[src/rtl/udptx_pkg.sv]
package udptx_pkg;
   localparam int LEN_W   = 11;   // byte length field width, bits 27:17 of a header
   localparam int LEN_LSB = 17;
   localparam int IP_W    = 32;
   localparam int PORT_W  = 16;
   localparam logic [7:0] ACK_TAG = 8'h58;

   localparam logic [3:0] OP_TXCFG = 4'h0;
   localparam logic [3:0] OP_HDR   = 4'h1;
   localparam logic [3:0] OP_REL   = 4'h2;

   typedef enum logic [1:0] {
      ST_IDLE,     // discard words until an address word
      ST_CMD,      // next word carries the opcode
      ST_CFG,      // collecting configuration words
      ST_STREAM    // payload words feed the halfword streamer
   } sess_st_e;
endpackage

[src/rtl/udptx_lock.sv]
module udptx_lock #(
   parameter int AW   = 32,
   parameter int TO_W = 20
) (
   input  logic            clk,
   input  logic            rst_n,
   input  logic            grab,
   input  logic [AW-1:0]   grab_addr,
   input  logic [TO_W-1:0] grab_limit,
   input  logic            drop,
   input  logic            active,
   output logic            locked,
   output logic [AW-1:0]   owner
);
   localparam logic [TO_W-1:0] TO_ONE = TO_W'(1);

   logic [TO_W-1:0] limit_q;
   logic [TO_W-1:0] idle_q;

   always_ff @(posedge clk or negedge rst_n) begin
      if (!rst_n) begin
         locked  <= 1'b0;
         owner   <= '0;
         limit_q <= '0;
         idle_q  <= '0;
      end else if (grab) begin
         locked  <= 1'b1;
         owner   <= grab_addr;
         limit_q <= grab_limit;
         idle_q  <= '0;
      end else if (drop) begin
         locked <= 1'b0;
         idle_q <= '0;
      end else if (active || !locked) begin
         idle_q <= '0;
      end else if (limit_q != '0) begin
         if (idle_q == limit_q - TO_ONE) begin
            locked <= 1'b0;
            idle_q <= '0;
         end else begin
            idle_q <= idle_q + TO_ONE;
         end
      end
   end
endmodule

[src/rtl/udptx_stream.sv]
module udptx_stream #(
   parameter int  DW      = 32,
   parameter int  LEN_W   = 11,
   parameter bit  RD_EDGE = 1'b1
) (
   input  logic             clk,
   input  logic             rst_n,
   input  logic             start,
   input  logic [LEN_W-1:0] len,
   input  logic             word_ok,
   input  logic [DW-1:0]    word,
   input  logic             tx_rd,
   output logic             want,
   output logic             busy,
   output logic [DW/2-1:0]  tx_data,
   output logic             tx_valid
);
   localparam int HW = DW / 2;
   localparam logic [LEN_W-1:0] L_ONE = LEN_W'(1);

   logic [LEN_W-1:0] left_q;
   logic [DW-1:0]    buf_q;
   logic             full_q;
   logic             hi_q;
   logic             take;
   logic [LEN_W:0]   len_p1;

   generate
      if (RD_EDGE) begin : g_edge
         logic rd_q;
         always_ff @(posedge clk or negedge rst_n) begin
            if (!rst_n) rd_q <= 1'b0;
            else        rd_q <= tx_rd;
         end
         assign take = tx_rd & ~rd_q;
      end else begin : g_level
         assign take = tx_rd;
      end
   endgenerate

   assign len_p1 = {1'b0, len} + (LEN_W+1)'(1);

   always_ff @(posedge clk or negedge rst_n) begin
      if (!rst_n) begin
         left_q <= '0;
         buf_q  <= '0;
         full_q <= 1'b0;
         hi_q   <= 1'b0;
      end else if (start) begin
         left_q <= len_p1[LEN_W:1];
         full_q <= 1'b0;
         hi_q   <= 1'b0;
      end else if (word_ok) begin
         buf_q  <= word;
         full_q <= 1'b1;
         hi_q   <= 1'b0;
      end else if (take && full_q) begin
         if (!hi_q && left_q != L_ONE) begin
            hi_q <= 1'b1;
         end else begin
            hi_q   <= 1'b0;
            full_q <= 1'b0;
         end
         left_q <= left_q - L_ONE;
      end
   end

   assign busy     = (left_q != '0);
   assign want     = busy & ~full_q;
   assign tx_valid = full_q;
   assign tx_data  = hi_q ? buf_q[DW-1:HW] : buf_q[HW-1:0];
endmodule

[src/rtl/udptx_session.sv]
module udptx_session
   import udptx_pkg::*;
#(
   parameter int AW      = 32,
   parameter int DW      = 32,
   parameter int TO_W    = 20,
   parameter bit RD_EDGE = 1'b1
) (
   input  logic                clk,
   input  logic                rst_n,
   input  logic                bus_av,
   input  logic [DW-1:0]       bus_data,
   input  logic                bus_empty,
   output logic                bus_re,
   output logic                ack_valid,
   output logic [DW-1:0]       ack_word,
   output logic                tx_new,
   output logic [LEN_W-1:0]    tx_len,
   output logic [IP_W-1:0]     tx_dst_ip,
   output logic [PORT_W-1:0]   tx_dst_port,
   output logic [PORT_W-1:0]   tx_src_port,
   output logic [DW/2-1:0]     tx_data,
   output logic                tx_valid,
   input  logic                tx_rd
);
   generate
      if (DW != 32) begin : g_bad_dw
         $error("udptx_session: command fields assume a 32-bit bus word");
      end
      if (AW < 1 || AW > DW) begin : g_bad_aw
         $error("udptx_session: AW must lie in 1..DW");
      end
      if (TO_W < 1 || TO_W > DW - 4) begin : g_bad_to
         $error("udptx_session: TO_W must leave room for the opcode");
      end
   endgenerate

   sess_st_e        st_q;
   logic [AW-1:0]   src_q;
   logic [1:0]      idx_q;
   logic [TO_W-1:0] cfg_to_q;
   logic [IP_W-1:0] cfg_ip_q;
   logic [DW-1:0]   cfg_ports_q;

   logic            acc, is_cmd, own_ok, locked;
   logic [AW-1:0]   owner;
   logic [3:0]      op;
   logic [LEN_W-1:0] hdr_len;
   logic            grab, drop, start;
   logic            s_want, s_busy;

   assign op      = bus_data[DW-1:DW-4];
   assign hdr_len = bus_data[LEN_LSB+LEN_W-1:LEN_LSB];
   assign bus_re  = ~bus_empty & ((st_q == ST_STREAM) ? s_want : 1'b1);
   assign acc     = bus_re;
   assign is_cmd  = acc && !bus_av && st_q == ST_CMD;
   assign own_ok  = locked && owner == src_q;

   assign grab  = acc && !bus_av && st_q == ST_CFG && idx_q == 2'd3 &&
                  (!locked || owner == src_q);
   assign drop  = is_cmd && op == OP_REL && own_ok;
   assign start = is_cmd && op == OP_HDR && own_ok && hdr_len != '0;

   udptx_lock #(.AW(AW), .TO_W(TO_W)) u_lock (
      .clk       (clk),
      .rst_n     (rst_n),
      .grab      (grab),
      .grab_addr (src_q),
      .grab_limit(cfg_to_q),
      .drop      (drop),
      .active    (acc | s_busy),
      .locked    (locked),
      .owner     (owner)
   );

   udptx_stream #(.DW(DW), .LEN_W(LEN_W), .RD_EDGE(RD_EDGE)) u_stream (
      .clk     (clk),
      .rst_n   (rst_n),
      .start   (start),
      .len     (hdr_len),
      .word_ok (acc && st_q == ST_STREAM),
      .word    (bus_data),
      .tx_rd   (tx_rd),
      .want    (s_want),
      .busy    (s_busy),
      .tx_data (tx_data),
      .tx_valid(tx_valid)
   );

   always_ff @(posedge clk or negedge rst_n) begin
      if (!rst_n) begin
         st_q        <= ST_IDLE;
         src_q       <= '0;
         idx_q       <= '0;
         cfg_to_q    <= '0;
         cfg_ip_q    <= '0;
         cfg_ports_q <= '0;
         ack_valid   <= 1'b0;
         ack_word    <= '0;
         tx_new      <= 1'b0;
         tx_len      <= '0;
         tx_dst_ip   <= '0;
         tx_dst_port <= '0;
         tx_src_port <= '0;
      end else begin
         ack_valid <= grab;
         tx_new    <= start;
         if (grab) begin
            ack_word    <= {ACK_TAG, bus_data[23:0]};
            tx_dst_ip   <= cfg_ip_q;
            tx_dst_port <= cfg_ports_q[DW-1:DW/2];
            tx_src_port <= cfg_ports_q[DW/2-1:0];
         end
         if (st_q == ST_STREAM) begin
            if (!s_busy) st_q <= ST_IDLE;
         end else if (acc && bus_av) begin
            src_q <= bus_data[AW-1:0];
            st_q  <= ST_CMD;
         end else if (acc) begin
            case (st_q)
               ST_CMD: begin
                  if (op == OP_TXCFG) begin
                     cfg_to_q <= bus_data[TO_W-1:0];
                     idx_q    <= 2'd1;
                     st_q     <= ST_CFG;
                  end else if (start) begin
                     tx_len <= hdr_len;
                     st_q   <= ST_STREAM;
                  end else begin
                     st_q <= ST_IDLE;
                  end
               end
               ST_CFG: begin
                  if (idx_q == 2'd1) cfg_ip_q    <= bus_data;
                  if (idx_q == 2'd2) cfg_ports_q <= bus_data;
                  idx_q <= idx_q + 2'd1;
                  if (idx_q == 2'd3) st_q <= ST_IDLE;
               end
               default: st_q <= ST_IDLE;
            endcase
         end
      end
   end
endmodule

[config.mk]
export PLATFORM = sky130hd
export DESIGN_NAME = udptx_session
export DESIGN_NICKNAME = d
export VERILOG_FILES = /design/src/rtl/udptx_pkg.sv /design/src/rtl/udptx_lock.sv /design/src/rtl/udptx_stream.sv /design/src/rtl/udptx_session.sv
export SDC_FILE = /design/constraint.sdc
export NUM_CORES = 1
export LEC_CHECK = 0
export BUFFER_PORTS_ARGS = -buffer_cell sky130_fd_sc_hd__buf_2
export CORE_MARGIN = 2
export CORE_UTILIZATION = 50
export CTS_BUF_LIST = sky130_fd_sc_hd__clkbuf_16
export CTS_CLUSTER_SIZE = 24
export DETAILED_ROUTE_END_ITERATION = 8
export HOLD_SLACK_MARGIN = 0.03
export PLACE_DENSITY = 0.76
export SETUP_SLACK_MARGIN = 0.4
export SLEW_MARGIN = 25
export SYNTH_ARGS = -nofsm -noshare
export SYNTH_HDL_FRONTEND = slang
export SYNTH_SLANG_ARGS = --single-unit
[constraint.sdc]
create_clock -name clk -period 3.5 [get_ports clk]
set_input_delay 0 -clock clk [delete_from_list [all_inputs] [get_ports clk]]
set_output_delay 0 -clock clk [all_outputs]
set_load 0.03 [all_outputs]
; After elaboration in Yosys (flattened, before gate mapping)
; Cells that the tools add are included.
[totals]
regBits = 341
inputBits = 37
output_inout_bits = 127
wordCells = 130
[op_classes]
n_addsub = 5
eq_ne = 17
mux = 33
n_bitwise = 11
n_reduce_logical = 42
[op_table]
columns = op, count
row1 = $mux 20, 5
row2 = $mux 11, 3
row3 = $eq 32x32->1, 1
row4 = $reduce_bool 11->1, 2
row5 = $add 20x1->20 const B, 1
row6 = $eq 20x20->1, 1
row7 = $reduce_and 5->1, 4
row8 = $reduce_bool 20->1, 1
row9 = $sub 20x1->20 const B, 1
row10 = $mux 16, 1
row11 = $mux 2, 8
row12 = $logic_and 1x1->1, 15
row13 = $mux 1, 14
row14 = $add 11x1->12 const B, 1
row15 = $reduce_bool 3->1, 4
row16 = $ne 11x1->1 const B, 1
row17 = $sub 11x1->11 const B, 1
row18 = $eq 2x2->1 const B, 4
row19 = $pmux 2 s2, 2
row20 = $reduce_and 2->1, 4
row21 = $not 1->1, 7
row22 = $reduce_and 3->1, 2
row23 = $reduce_and 6->1, 1
row24 = $eq 2x1->1 const B, 2
row25 = 15 further kinds, 22

; Logic depth before layout (Yosys ltp)
[logic_depth]
ltp_word = 15
ltp_mapped = 11
mapped_depth_nobuf = 9

; Cells and area by module
; A second synthesis with hierarchy kept.
[unflattened]
cells_unflattened = 1507
hier_area_um2 = 16948.8
[modules_own_cells]
columns = module, instances, cells_each, area_per_inst_um2, seq_area_each_um2
row1 = udptx_session, 1, 991, 10901.7, 5555.3
row2 = udptx_lock, 1, 328, 3724.8, 1826.8
row3 = udptx_stream, 1, 188, 2322.2, 1151.1

; Least setup slack after synthesis
; OpenSTA, ideal clock, no wires.
[synth_path]
kind = reg2reg
startpoint = reg u_lock.limit_q[3]
endpoint = reg u_lock.idle_q[5]
setup_time_ns = 0.119
t_arrival_ns = 2.904
required_ns = 3.381
slack_ns = 0.476
stages_incl_launch_ff = 10
path_buffers = 3
period_less_slack_ns = 3.024
path_cell_list = dfrtp_1 -> buf_6 -> or4_4 -> buf_6 -> nor4_1 -> mux2_1 -> or4_4 -> o41ai_4 -> buf_6 -> nor2_2
[synth_via]
elab_chain_cells = 7
word_cells_on_any_way = 9
classes_between = add/sub (1) / eq/ne (1) / mux (5) / reduce/logical (2)
[synth_rtl]
columns = item, line_no
row1 = from (decl), udptx_lock.sv:17  ; logic [TO_W-1:0] limit_q;
row2 = from (signal assigned), udptx_lock.sv:29  ; limit_q <= grab_limit;
row3 = $sub 20x1->20, udptx_lock.sv:37  ; if (idle_q == limit_q - TO_ONE) begin
row4 = $eq 20x20->1, udptx_lock.sv:37
row5 = $mux 20, udptx_lock.sv:37
row6 = $mux 20, udptx_lock.sv:36  ; end else if (limit_q != '0) begin
row7 = $mux 20, udptx_lock.sv:34  ; end else if (active || !locked) begin
row8 = $mux 20, udptx_lock.sv:31  ; end else if (drop) begin
row9 = $mux 20, udptx_lock.sv:26  ; end else if (grab) begin
row10 = to (signal assigned), udptx_lock.sv:41  ; idle_q <= idle_q + TO_ONE;
row11 = to (decl), udptx_lock.sv:18  ; logic [TO_W-1:0] idle_q;
; Parallel ways exist; a longest one is shown, timed or not. The select of a mux whose other input is x is not followed.
; A chain may end at the register's enable or synchronous reset.

; Worst setup path in the final report
[layout_path]
startpoint = reg u_lock.limit_q[1]
endpoint = reg u_lock.idle_q[9]
; The elaborated chain is that of the path after synthesis.

==> summary.md <==
| Metric | Value |
|---|---|
| Final setup vio count | `0` |
| Starting DRC count in detailed routing | `524` |
| Area of the mapped netlist | `14800 um2` |
| Number of enable-type register cells in the synthesized netlist | `0` |
| Mean post-synth cell area | `13.5 um2` |
| Count of cell types in the netlist | `58` |
| CTS tree | `done` |
| Reg2Reg Setup Slack | `0.48 ns` |
| FF+latch count, synth | `341` |
| Pin count of the biggest net entering global routing | `92` |
| Wire length of the first global-routing pass | `54300 um` |
| Mean number of vias per cell | `5.49` |
| Cell Rows | `63` |
| Share of layout cells above drive strength 1 | `0.446` |
| Via count of the first global-routing pass | `9651` |
| Worst Path Required | `3.91 ns` |
| Hold WS | `0.0851 ns` |
| WL final | `34300 um` |
| Insertion delay of the later-clocked pin in the worst-skew pair | `0.54 ns` |
| Total of warnings raised by yosys | `0` |
| Die Span X | `176 um` |
| Final worst clock skew | `0.0263 ns` |
| Tot Pwr | `9.91 mW` |
| Die Span Y | `176 um` |
| Most prevalent standard cell on the critical path | `sky130_fd_sc_hd__buf_6` |
| GRT Overall Usage | `0.224` |
| Cell depth of the worst flop-to-flop path | `12` |
| Count of filler cells inserted in the layout | `2224` |
| GPL Wtd Cong | `0.832` |
| Outcome | `complete, no violations` |
| CTS Root Cell | `sky130_fd_sc_hd__clkbuf_16` |
| Number of levels in the clock H-tree | `2` |
| Series of cell instances along the critical path | `inv_1 > ha_2 > or4b_4 > nor4_4 > xnor2_1 > nand4_1 > or4_4 > o41ai_4 > buf_4 > buf_6 > buf_6 > nor2_2` |
| Achievable clock frequency | `331 MHz` |
| Actual transition at the worst max-transition pin | `0.880 ns` |
| Syn-to-layout area delta | `19.7%` |
| Clock Sink Count | `341` |
| Critical setup path kind | `register to register` |
| Post-route clock period utilization | `0.864` |
| Cell count after synthesis | `1095` |
| Number of design rule violations left after detail routing | `0` |
| Crit path capture type | `register` |
| Largest stage delay on the critical path | `0.52 ns` |
| Arrival time of data at the critical path endpoint | `3.43 ns` |
| Share of the core filled with cells in the final layout | `0.603` |
| End of the worst register-to-register path | `u_lock.idle_q[9]` |
| Power density cells | `559 nW/um2` |
| Starting Density | `0.504` |
| Overflow left after global routing | `0` |
| Clock transition at the registers of the reported paths | `0.06 ns` |
| Number of nets at the end of the flow | `1338` |
| Number of I/O pins | `164` |
| Setup Total Neg Slack | `0 ns` |
| Highest net fanout along the worst path | `5` |
| Unrepaired setup endpoints after global routing | `yes` |
| Endpoints failing hold | `0` |
| Clock Path Buffers | `3` |
| Max IR drop VDD | `466 uV` |
| Buffers on Ports | `158` |
| Slowest-stage cell, CP | `sky130_fd_sc_hd__or4b_4` |
| Hold/Removal Path Class | `primary input to async pin` |
| Number of max-cap violations | `0` |
| Clock period minus final worst setup slack | `3.02 ns` |
| Cts bufs inserted | `36` |
| Primary flip-flop cell chosen by synthesis mapping | `sky130_fd_sc_hd__dfrtp_1` |
| Routed length per instance | `20.1 um` |
| Via count of the routed design | `9381` |
| Number of max-slew violations in the final report | `0` |
| Area enclosed by the die boundary | `31000 um2` |
| Total leakage power | `8.70 nW` |
| Post-synth ARST share | `1.00` |
| Core area | `29400 um2` |
| Number of detailed-route iterations in the first pass | `7` |
| Kind of start point of the critical path | `register` |
| Part of the Yosys area used for sequential elements | `0.576` |
| Half-perimeter wire length after placement | `21900 um` |
| Count of nets left with antenna violations after detail routing | `0` |
| Initial antenna violation count | `0` |
| Diode count | `0` |
| Non-filler cells in the finished layout | `1708` |
| Remaining max-slew budget at the tightest pin | `0.413` |
| Total instance count after detailed placement | `1598` |
| Startpoint of the worst-slack reg-to-reg timing path | `u_lock.limit_q[1]` |
-- logic make-up after synthesis --
kind of cell             after synthesis  synth area share
other                                  1          0.000253
AND/OR/NAND/NOR                      201            0.0747
AO/OA/AOI/OAI                         67            0.0304
adder cells (fa/ha/maj)                9           0.00761
buffers and inverters                 79            0.0243
XOR/XNOR                              89            0.0526
multiplexers                         308             0.234
flip-flops                           341             0.576
-- worst max-delay path, delay by kind of cell, from the launching register on --
family          cells  cell delay, ns
buf+inv             4            0.49
xor+xnor            1            0.14
compound gates      1            0.32
flops               1            0.41
fa+ha+maj           1            0.22
simple gates        5            1.33
-- cell usage in the layout, fill, tap and decap left out, types with 18 or more instances in the layout --
| master | synthesis | layout |
|---|---|---|
| sky130_fd_sc_hd__dfrtp_1 | 341 | 337 |
| sky130_fd_sc_hd__o21ai_0 | 21 | 20 |
| sky130_fd_sc_hd__buf_2 | 5 | 157 |
| sky130_fd_sc_hd__clkbuf_16 | 0 | 38 |
| sky130_fd_sc_hd__inv_1 | 14 | 18 |
| sky130_fd_sc_hd__nand2_1 | 45 | 45 |
| sky130_fd_sc_hd__dlygate4sd3_1 | 0 | 35 |
| sky130_fd_sc_hd__xnor2_1 | 61 | 61 |
| sky130_fd_sc_hd__nor2_1 | 26 | 26 |
| sky130_fd_sc_hd__mux2_2 | 302 | 302 |
| sky130_fd_sc_hd__xor2_1 | 28 | 28 |
| sky130_fd_sc_hd__nor2_2 | 19 | 19 |
-- metrics by stage --
stage          instance area, um2  setup WS [ns]
3_3_place_gp                16000          0.389
5_1_grt                     17700          0.335
4_1_cts                     17600          0.401
2_1_floorplan               14800          0.476
3_5_place_dp                16000          0.320
6_report                    17700          0.476
-- final cells by class --
class | count | area, um2 | area share
tap | 390 | 488 | 0.0275
sequential | 341 | 8540 | 0.482
clock inverter | 27 | 210 | 0.0119
inverter | 14 | 52.6 | 0.00297
clock buffer | 37 | 926 | 0.0523
timing repair buffer | 220 | 1460 | 0.0823
multi-input combinational | 679 | 6040 | 0.341
-- worst max-delay path by stage --
stage                   endpoint              start
6_report        u_lock.idle_q[9]  u_lock.limit_q[1]
4_1_cts        u_lock.idle_q[13]  u_lock.limit_q[8]
5_1_grt         u_lock.idle_q[8]  u_lock.limit_q[8]
3_5_place_dp    u_lock.idle_q[0]  u_lock.limit_q[0]
2_1_floorplan   u_lock.idle_q[5]  u_lock.limit_q[3]
3_3_place_gp    u_lock.idle_q[3]  u_lock.limit_q[0]
-- repair_timing --
action / 4_1_cts / 5_1_grt
setup endpoints to repair: 20 / 20
gates cloned: 2 / 0
hold buffers: 35 / 0
hold endpoints to repair: 273 / 0
resized for setup: 4 / 22
pin swaps: 3 / 4
buffers inserted: 2 / 7
-- state kept, by name, summed over array words and instances, names as in the netlist, 25 cells and up --
| register | flops |
|---|---|
| u_stream.buf_q | 32 |
| tx_dst_ip | 32 |
| cfg_ip_q | 32 |
| ack_word | 25 |
| src_q | 32 |
| u_lock.owner | 32 |
| cfg_ports_q | 32 |
-- layer usage --
layer	GRT usage	vias to the layer above	part of all wire
met1	0.296	4832	0.42
met4	0.0789	0	0.032
met5	0	-	0
met3	0.0429	72	0.049
li1	-	4255	-
met2	0.374	222	0.50
-- cells in the mapped netlist, types with 3 or more instances --
cell	number	area share
sky130_fd_sc_hd__nand2b_1	7	0.0030
sky130_fd_sc_hd__nand3b_1	3	0.0015
sky130_fd_sc_hd__and3_1	9	0.0038
sky130_fd_sc_hd__mux2i_1	5	0.0034
sky130_fd_sc_hd__or4_1	6	0.0030
sky130_fd_sc_hd__o41ai_1	4	0.0024
sky130_fd_sc_hd__o21ai_0	21	0.0071
sky130_fd_sc_hd__buf_4	7	0.0035
sky130_fd_sc_hd__xor2_1	28	0.017
sky130_fd_sc_hd__ha_1	9	0.0076
sky130_fd_sc_hd__and3b_1	3	0.0018
sky130_fd_sc_hd__clkbuf_1	48	0.012
sky130_fd_sc_hd__inv_1	14	0.0035
sky130_fd_sc_hd__nand2_1	45	0.011
sky130_fd_sc_hd__mux2_2	302	0.23
sky130_fd_sc_hd__nand4_1	16	0.0068
sky130_fd_sc_hd__xnor2_1	61	0.036
sky130_fd_sc_hd__o21bai_1	3	0.0015
sky130_fd_sc_hd__or3_1	3	0.0013
sky130_fd_sc_hd__nor4_1	13	0.0055
sky130_fd_sc_hd__nor3_1	18	0.0061
sky130_fd_sc_hd__nand3_1	15	0.0051
sky130_fd_sc_hd__nor2_1	26	0.0066
sky130_fd_sc_hd__buf_6	4	0.0030
sky130_fd_sc_hd__a21oi_1	16	0.0054
sky130_fd_sc_hd__nor4b_1	3	0.0018
sky130_fd_sc_hd__a31oi_1	3	0.0013
sky130_fd_sc_hd__buf_2	5	0.0017
sky130_fd_sc_hd__nor2_2	19	0.0080
sky130_fd_sc_hd__dfrtp_1	341	0.58
-- power breakdown --
group	switching [mW]	leakage, nW	internal, mW
Sequential	0.337	4.58	4.37
Clock	1.57	0.570	2.08
Combinational	0.853	3.55	0.701
Total	2.76	8.70	7.15
Note: power is estimated with default switching activity, not from simulation.
